<file path="src/rtl/gpio_edge_pkg.sv">
package gpio_edge_pkg;
  // Register group, taken from the upper address bits; the low bits pick the half.
  typedef enum logic [2:0] {
    GRP_OUT  = 3'd0,
    GRP_OE   = 3'd1,
    GRP_IN   = 3'd2,
    GRP_RISE = 3'd3,
    GRP_FALL = 3'd4,
    GRP_STAT = 3'd5,
    GRP_REV  = 3'd6,
    GRP_NONE = 3'd7
  } reg_grp_e;
endpackage

</file>
<file path="src/rtl/gpio_edge_sync.sv">
module gpio_edge_sync #(
  parameter int WIDTH = 64
) (
  input  logic             clk,
  input  logic             rst_n,
  input  logic [WIDTH-1:0] pad_in,
  output logic [WIDTH-1:0] level,
  output logic [WIDTH-1:0] rise,
  output logic [WIDTH-1:0] fall
);
  for (genvar i = 0; i < WIDTH; i++) begin : g_line
    logic [2:0] sh;
    always_ff @(posedge clk or negedge rst_n) begin
      if (!rst_n) sh <= '0;
      else        sh <= {sh[1:0], pad_in[i]};
    end
    assign level[i] = sh[1];
    assign rise[i]  = sh[1] & ~sh[2];
    assign fall[i]  = ~sh[1] & sh[2];
  end


  sync_lat_chk: assert property (@(posedge clk) disable iff (!rst_n)
    (rise & ~$past(pad_in, 2)) == '0);
endmodule

</file>
<file path="src/rtl/gpio_edge_stat.sv">
module gpio_edge_stat #(
  parameter int W = 32
) (
  input  logic         clk,
  input  logic         rst_n,
  input  logic [W-1:0] rise,
  input  logic [W-1:0] fall,
  input  logic [W-1:0] rise_en,
  input  logic [W-1:0] fall_en,
  input  logic [W-1:0] clr,
  output logic [W-1:0] stat
);
  logic [W-1:0] evt;
  assign evt = (rise & rise_en) | (fall & fall_en);

  always_ff @(posedge clk or negedge rst_n) begin
    if (!rst_n) stat <= '0;
    else        stat <= (stat & ~clr) | evt;
  end


  evt_wins_chk: assert property (@(posedge clk) disable iff (!rst_n)
    (evt != '0) |=> ((stat & $past(evt)) == $past(evt)));


  stat_hold_chk: assert property (@(posedge clk) disable iff (!rst_n)
    (clr == '0) |=> ((stat & $past(stat)) == $past(stat)));
endmodule

</file>
<file path="src/rtl/gpio_edge_bank.sv">
module gpio_edge_bank
  import gpio_edge_pkg::*;
#(
  parameter int          W        = 32,
  parameter int          HALVES   = 2,
  parameter logic [31:0] REV_WORD = 32'h0001_0300,
  localparam int NUM_LINES = W * HALVES,
  localparam int HALF_W    = $clog2(HALVES),
  localparam int ADDR_W    = 3 + HALF_W
) (
  input  logic                 clk,
  input  logic                 rst_n,
  input  logic                 bus_sel,
  input  logic                 bus_wr,
  input  logic [ADDR_W-1:0]    bus_addr,
  input  logic [W-1:0]         bus_wdata,
  output logic [W-1:0]         bus_rdata,
  output logic                 bus_rvalid,
  input  logic [NUM_LINES-1:0] pad_in,
  output logic [NUM_LINES-1:0] pad_out,
  output logic [NUM_LINES-1:0] pad_oe,
  output logic                 irq_n
);
  reg_grp_e          grp;
  logic [HALF_W-1:0] half;
  logic              wr_hit;
  assign grp    = reg_grp_e'(bus_addr[ADDR_W-1 -: 3]);
  assign half   = bus_addr[HALF_W-1:0];
  assign wr_hit = bus_sel && bus_wr;

  logic [HALVES-1:0][W-1:0] out_q, oe_q, rise_q, fall_q, stat_q;
  logic [NUM_LINES-1:0]     level, rise, fall;

  gpio_edge_sync #(.WIDTH(NUM_LINES)) u_sync (
    .clk(clk), .rst_n(rst_n), .pad_in(pad_in),
    .level(level), .rise(rise), .fall(fall)
  );

  for (genvar h = 0; h < HALVES; h++) begin : g_half
    logic         hit;
    logic [W-1:0] clr;
    assign hit = wr_hit && (half == HALF_W'(h));
    assign clr = (hit && grp == GRP_STAT) ? bus_wdata : '0;

    always_ff @(posedge clk or negedge rst_n) begin
      if (!rst_n) begin
        out_q[h]  <= '0;
        oe_q[h]   <= '0;
        rise_q[h] <= '0;
        fall_q[h] <= '0;
      end else if (hit) begin
        case (grp)
          GRP_OUT:  out_q[h]  <= bus_wdata;
          GRP_OE:   oe_q[h]   <= bus_wdata;
          GRP_RISE: rise_q[h] <= bus_wdata;
          GRP_FALL: fall_q[h] <= bus_wdata;
          default: ;
        endcase
      end
    end

    gpio_edge_stat #(.W(W)) u_stat (
      .clk(clk), .rst_n(rst_n),
      .rise(rise[h*W +: W]), .fall(fall[h*W +: W]),
      .rise_en(rise_q[h]), .fall_en(fall_q[h]),
      .clr(clr), .stat(stat_q[h])
    );
  end

  logic [NUM_LINES-1:0] level_v;
  assign level_v = level;

  logic [W-1:0] rd_mux;
  always_comb begin
    rd_mux = '0;
    case (grp)
      GRP_OUT:  rd_mux = out_q[half];
      GRP_OE:   rd_mux = oe_q[half];
      GRP_IN:   rd_mux = level_v[half*W +: W];
      GRP_RISE: rd_mux = rise_q[half];
      GRP_FALL: rd_mux = fall_q[half];
      GRP_STAT: rd_mux = stat_q[half];
      GRP_REV:  if (half == '0) rd_mux = REV_WORD;
      default: ;
    endcase
  end

  always_ff @(posedge clk or negedge rst_n) begin
    if (!rst_n) begin
      bus_rdata  <= '0;
      bus_rvalid <= 1'b0;
    end else begin
      bus_rvalid <= bus_sel && !bus_wr;
      if (bus_sel && !bus_wr) bus_rdata <= rd_mux;
    end
  end

  assign pad_out = out_q;
  assign pad_oe  = oe_q;
  assign irq_n   = ~(|stat_q);


  pad_hold_chk: assert property (@(posedge clk) disable iff (!rst_n)
    !wr_hit |=> ($stable(pad_out) && $stable(pad_oe)));


  irq_cause_chk: assert property (@(posedge clk) disable iff (!rst_n)
    $fell(irq_n) |-> $past(|{rise, fall}));


  rvalid_chk: assert property (@(posedge clk) disable iff (!rst_n)
    (bus_sel && !bus_wr) |=> bus_rvalid);
endmodule

</file>
<file path="config.mk">
export PLATFORM = sky130hd
export DESIGN_NAME = gpio_edge_bank
export DESIGN_NICKNAME = d
export VERILOG_FILES = /design/src/rtl/gpio_edge_pkg.sv /design/src/rtl/gpio_edge_sync.sv /design/src/rtl/gpio_edge_stat.sv /design/src/rtl/gpio_edge_bank.sv
export SDC_FILE = /design/constraint.sdc
export NUM_CORES = 1
export LEC_CHECK = 0
export BUFFER_PORTS_ARGS = -buffer_cell sky130_fd_sc_hd__buf_2
export CORE_MARGIN = 8
export CORE_UTILIZATION = 43
export CTS_CLUSTER_DIAMETER = 50
export DETAILED_ROUTE_END_ITERATION = 10
export PLACE_DENSITY = 0.73
export SYNTH_ARGS = -nofsm -noshare
export SYNTH_HDL_FRONTEND = slang
export SYNTH_SLANG_ARGS = --single-unit
export TNS_END_PERCENT = 100
</file>
<file path="constraint.sdc">
create_clock -name clk -period 1.4 [get_ports clk]
set_input_delay 0.28 -clock clk [delete_from_list [all_inputs] [get_ports clk]]
set_output_delay 0.28 -clock clk [all_outputs]
set_load 0.005 [all_outputs]
</file>
==> flow_summary.toml, run 1 <==
[die]
row_count = 84
die_y_um = 246
boundaryPins = 266
core-area_mm2 = 0.0524
die-area_mm2 = 0.0605
start_util_pct = 43.4
fp.dieW_um = 246

[status]
violations = "negative setup slack"
status = "finished, violations left"

[finish]
area_growth_pct = 33.5
multi_input_area_mm2 = 0.00855
fill_cells = 3970
ff_latch_area_mm2 = 0.0136
layoutNonFillerInstCount = 2988
fin_util_pct = 57.9
drive_above_1_share_pct = 43.1
nNetsFinal = 2357

[synth]
synth_edf_count = 0
synth_top_family_by_area = "multiplexers"
synthMuxAreaShare_pct = 23.0
ys_seq_area_share_pct = 59.9
ys_top_cells_by_area = "dfrtp_1 60%, mux2i_1 8.3%, mux2_4 7.9%, mux2_2 6.7%, o22ai_1 2.6%"
synth_area_leader_cell = "dfrtp_1"
synth-compound-area-share_pct = 7.09
yosys.area_share.adder_pct = 0
yosys.area.top_type_share_pct = 59.9
ys.flop_type = "dfrtp_1"
netlist_area_mm2 = 0.0228
synth_cells = 1610
synthesis.nets = 1714
yosysUniqueCellTypes = 40
ys_top_cells_by_count = "545 x dfrtp_1, 189 x mux2i_1, 136 x mux2_2"
synthMostInstantiatedCell = "dfrtp_1"
yosys_warnings = 0
synth-async-reset-ratio_pct = 100
synth-xor-area-share_pct = 0
yosys.area_share.simple_pct = 6.25
synth-seq-cells = 545
postSynthAreaPerCell_um2 = 14.1

[detailed_routing]
firstDrtPassIters = 5
ant_nets = 0
topRoutingLayerUsed = "met5"
drt_iter0_markers = 1228
wl_um = 69500
wire_per_inst_um = 23.3
met1_length_um = 29900
wl_met3_um = 5060
drcViolationCount = 0
via_per_inst = 5.52
via_count = 16500
routed-wl-met2_um = 32300

[power_and_ir_drop]
leakage_nw = 14.3
ir_worst_vdd_uv = 1070
power_density_mw_per_mm2 = 1430

[setup_path]
worst-path-stages = 6
rr_worst_depth = 5
crit_family = "simple AND/OR/NAND/NOR gates"
cp_cell_sequence = "nor4_2, buf_4, nand4_1, nor4_4, buf_4, buf_6"
cp_num_buf_inv = 3
cp_slowest_cell = "dfrtp_1"
worstPathRequired_ns = 1.12
worst_path_largest_cell_delay_ns = 0.40
reg2reg_slack_ns = -0.07
cpMostUsedCell = "buf_4"
critPathKind = "flip-flop to output port"
critical_path.endpoint_type = "output port"
start_kind = "flip-flop"
cp_max_fo = 2
cp.arrival_ns = 2.40

[global_routing]
grt_max_degree = 84
grt-ovfl-total = 0
grt_usage_pct = 22.3
antenna_found_initial = 4
grt_pass1_wl_um = 105000
grt_pass1_vias = 17500

[cts]
clk_latency_ns = 0.62
clk_pin_slew_worst_paths_ns = 0.07
htreeDepth = 2
numCtsBuffers = 61
cts_tree = "built"
cts.path.max_buffers = 3
clock_sinks = 545
cts-root-buf = "clkbuf_16"

[place]
portBuffers = 265
globalplace.congestion = 0.901
dp_hpwl_um = 46100
pre_cts_ws_ns = -0.992
dp_cells = 2647

[sta]
layout_min_cycle_time_ns = 2.68
fin_ws_ns = -1.28
rsz0062_at_grt = "true"
period_share_pct = 191
tightest_slew_ns = 0.451
final_hold_viol_count = 0
clock_skew_ns = 0.0234
maxSlewHeadroom_pct = 69.9
fmax_ghz = 0.374
setup_violations = 156
slew_viol_final = 0

[min_path]
min_path_cells = 2
worstHoldPathType = "input port to flip-flop"

[job]
cap_violations = 0
## registers in the layout (all words and copies together), names as in the netlist
| register | flops |
|---|---|
| bus_rvalid | 1 |
| rise_q | 64 |
| pad_out | 64 |
| bus_rdata | 32 |
| fall_q | 64 |
| pad_oe | 64 |
| g_half.u_stat.stat | 64 |
| u_sync.g_line.sh | 192 |
## layout by cell type (no fill, tap or decap), drive strengths merged, types with 2 or more instances in the layout
cell and instances:
buf 596, dfrtp 545, mux2 256, mux2i 189
nand2 96, o21ai 95, o22ai 93, clkbuf 83
dlygate4sd3 68, nand3b 68, o211ai 65, inv 42
nor3 29, nor4 17, nor2 13, clkinv 10
clkinvlp 6, nand3 5, nand4 4, or3b 3
or2 2, a21boi 2, o31a 2, a221o 2
nand2b 2
## stage by stage
| step | cell area, µm² | total power, mW | hold WS [ns] | setup TNS, ns |
|---|---|---|---|---|
| after floorplan | 23000 | 22.9 | -0.0156 | -55.12 |
| after global placement | 26200 | 26.0 | 0.125 | -144.90 |
| after detailed placement | 26200 | 26.3 | 0.124 | -151.95 |
| final | 30400 | 43.5 | 0.0434 | -6.88 |
| after CTS | 30000 | 43.2 | 0.00116 | -12.24 |
| after global routing | 30400 | 45.3 | 0.0287 | -13.46 |
## where the power goes
group          internal [mW]  switching, mW
sequential              17.9           1.74
combinational           4.90           3.41
clock                   8.87           6.72
total                   31.6           11.9
## layout make-up
cell class                 count  area share, %
multi-input combinational    948           28.1
sequential                   545           44.9
clock inverter                26          0.824
antenna                        1        0.00824
clock buffer                  83           5.66
timing repair buffer         664           17.2
tap                          688           2.83
inverter                      33          0.408
## what timing repair did
action | 4_1_cts | 5_1_grt
pin swaps | 8 | 5
buffers inserted | 125 | 40
resized for setup | 34 | 19
hold buffers | 68 | 0
endpoints found under the setup margin | 164 | 170
endpoints found under the hold margin | 552 | 0
## cells by family after synthesis
| group | Yosys count |
|---|---|
| mux | 445 |
| simple gates | 242 |
| compound gates | 261 |
| flops | 545 |
| buf+inv | 117 |
## worst paths after layout
kind | to | start
max | irq_n | g_half[0].u_stat.stat[13]
min | pad_out[17] | bus_wdata[17]
max reg2reg | bus_rdata[9] | pad_oe[9]
min reg2reg | u_sync.g_line[9].sh[1] | u_sync.g_line[9].sh[0]
max in group asynchronous | pad_oe[3] | rst_n
min in group asynchronous | u_sync.g_line[55].sh[2] | rst_n
## per-layer routing
layer | up-vias | GRT usage [%]
li1 | 7165 | -
met4 | 2 | 7.77
met1 | 8501 | 30.6
met5 | - | 0
met2 | 678 | 35.0
met3 | 150 | 4.81
## worst reg2reg max path, cell delays in order, from the launching register on
cell     delay, ns
dfrtp_1       0.41
buf_4         0.15
mux2i_4       0.17
o22ai_2       0.11
o31a_1        0.25
a221o_1       0.27
No activity file was read; power rests on OpenSTA's default activity.
==> run 2: changes to the inputs <==
- CORE_UTILIZATION: 43 -> 35
- PLACE_DENSITY: 0.73 -> 0.63
==> run 2 against run 1 <==
The run still ends with negative setup slack left. Via count is 1.7% lower. First-iteration DRC count fell by 9.0%. Register-to-register slack about the same. Largest power group unchanged.
==> flow_summary.toml, run 2 (same netlist as run 1, synthesis figures left out) <==
[status]
status = "finished, violations left"
violations = "negative setup slack"

[setup_path]
cp_cell_sequence = "nor4_2, buf_4, nand4_1, nor4_4, buf_4, buf_6"
critical_path.endpoint_type = "output port"
worst-path-stages = 6
crit_family = "simple AND/OR/NAND/NOR gates"
cp_slowest_cell = "nor4_4"
reg2reg_slack_ns = -0.06
worst_path_largest_cell_delay_ns = 0.42
cp_num_buf_inv = 3
cp_max_fo = 2
cp.arrival_ns = 2.38
cpMostUsedCell = "buf_4"
critPathKind = "flip-flop to output port"
start_kind = "flip-flop"
worstPathRequired_ns = 1.12
rr_worst_depth = 5

[cts]
htreeDepth = 3
cts.path.max_buffers = 3
clock_sinks = 545
numCtsBuffers = 68
clk_pin_slew_worst_paths_ns = 0.06
cts-root-buf = "clkbuf_16"
cts_tree = "built"
clk_latency_ns = 0.61

[finish]
layout_common_cells = "542 x dfrtp_1, 300 x buf_4, 245 x buf_2, 186 x mux2i_1, 150 x mux2_4"
final_area_mm2 = 0.0309
drive_above_1_share_pct = 43.8
fill_cells = 5577
nNetsFinal = 2377
layoutNonFillerInstCount = 3184
largest_reg_flops = 192
layout_commonest_cell = "dfrtp_1"
area_growth_pct = 35.7
ff_latch_area_mm2 = 0.0136
regMostFlops = "u_sync.g_line.sh"
multi_input_area_mm2 = 0.00846

[place]
pre_cts_ws_ns = -0.987
dp_hpwl_um = 47900
globalplace.congestion = 0.846
portBuffers = 265
placed_area_mm2 = 0.0265
dp_cells = 2832

[power_and_ir_drop]
power.internal_mw = 33.4
leakage_nw = 14.5
ir_worst_vdd_uv = 1030
power_frac_seq_pct = 42.9
swShare_pct = 26.5
power_density_mw_per_mm2 = 1470
p_sw_mw = 12.1
combPwrFrac_pct = 18.1
p_clk_share_pct = 39.0

[detailed_routing]
met1_length_um = 31000
drt_iter0_markers = 1118
firstDrtPassIters = 7
routed-wl-met2_um = 32200
via_count = 16200
drcViolationCount = 0
wl_um = 69500
topRoutingLayerUsed = "met5"
wire_per_inst_um = 21.8
wl_met3_um = 4810
ant_nets = 0
via_per_inst = 5.09

[global_routing]
grt_pass1_vias = 17400
antenna_found_initial = 5
grt_usage_pct = 18.5
grt-ovfl-total = 0
grt_pass1_wl_um = 107000
grt_max_degree = 74

[die]
row_count = 93
fp.dieW_um = 271
die-area_mm2 = 0.0734
die_y_um = 271
core-area_mm2 = 0.0643
start_util_pct = 35.4
boundaryPins = 266

[sta]
slew_viol_final = 0
fmax_ghz = 0.376
clock_skew_ns = 0.0309
layout_min_cycle_time_ns = 2.66
tightest_slew_ns = 0.419
setup_violations = 76
maxSlewHeadroom_pct = 72.0
fin_ws_ns = -1.26
final.setup.tns_ns = -2.70
final_hold_viol_count = 0
period_share_pct = 190
rsz0062_at_grt = "true"

[min_path]
worstHoldPathType = "input port to flip-flop"
min_path_cells = 2

[job]
cap_violations = 0
[run 2: changes by cell type in the layout (fill, tap and decap cells not counted), sizes merged]
cell,before,now
bufinv,1,5
buf,596,612
clkinv,10,18
clkbuf,83,84
inv,42,44
diode,1,3
dlygate4sd3,68,65
clkinvlp,6,5
[run 2: final timing paths]
path,start,end
max,g_half[1].u_stat.stat[9],irq_n
min,bus_wdata[14],fall_q[46]
max reg2reg,g_half[0].u_stat.stat[8],bus_rdata[8]
min reg2reg,u_sync.g_line[26].sh[0],u_sync.g_line[26].sh[1]
max in group asynchronous,rst_n,g_half[1].u_stat.stat[10]
min in group asynchronous,rst_n,pad_out[58]
[run 2: power by group through the flow]
stage	Sequential, mW	Combinational [mW]	Clock [mW]
6_report	19.5	8.22	17.8
4_1_cts	19.5	7.91	18.1
3_3_place_gp	19.8	6.27	0
3_5_place_dp	19.9	6.42	0
2_1_floorplan	19.4	3.49	0
5_1_grt	19.7	8.88	18.8
[run 2: metal layers]
| layer | GRT usage (%) | up-vias |
|---|---|---|
| met3 | 4.31 | 96 |
| met2 | 29.1 | 506 |
| met5 | 0 | - |
| li1 | - | 7222 |
| met1 | 25.2 | 8394 |
| met4 | 5.64 | 2 |
[run 2: layout make-up]
type / instances / area share [%]
tap: 855 / 3.46
clock buffer: 84 / 6.14
timing repair buffer: 677 / 17.1
clock inverter: 39 / 1.30
antenna: 3 / 0.0243
multi-input combinational: 948 / 27.4
inverter: 33 / 0.401
sequential: 545 / 44.2
[run 2: repair_timing]
item / CTS / global route
endpoints found under the setup margin: 164 / 158
hold buffers: 65 / 0
pin swaps: 2 / 3
buffers inserted: 121 / 40
hold endpoints to repair: 274 / 0
gates resized for setup: 37 / 9
[run 2: through the flow]
| step | power (mW) | hold WS, ns | util (%) |
|---|---|---|---|
| finish | 45.5 | 0.0572 | 48.0 |
| global route | 47.4 | 0.0390 | 48.0 |
| CTS | 45.5 | 0.0107 | 47.4 |
| detailed placement | 26.3 | 0.143 | 41.2 |
| global placement | 26.1 | 0.138 | 41.2 |
| floorplan | 22.9 | -0.0156 | - |
[run 2: worst register-to-register path, delay by kind of cell, from the launching register on]
family,cells,cell delay [ns]
compound gates,3,0.63
buf+inv,1,0.15
flops,1,0.40
mux,1,0.13
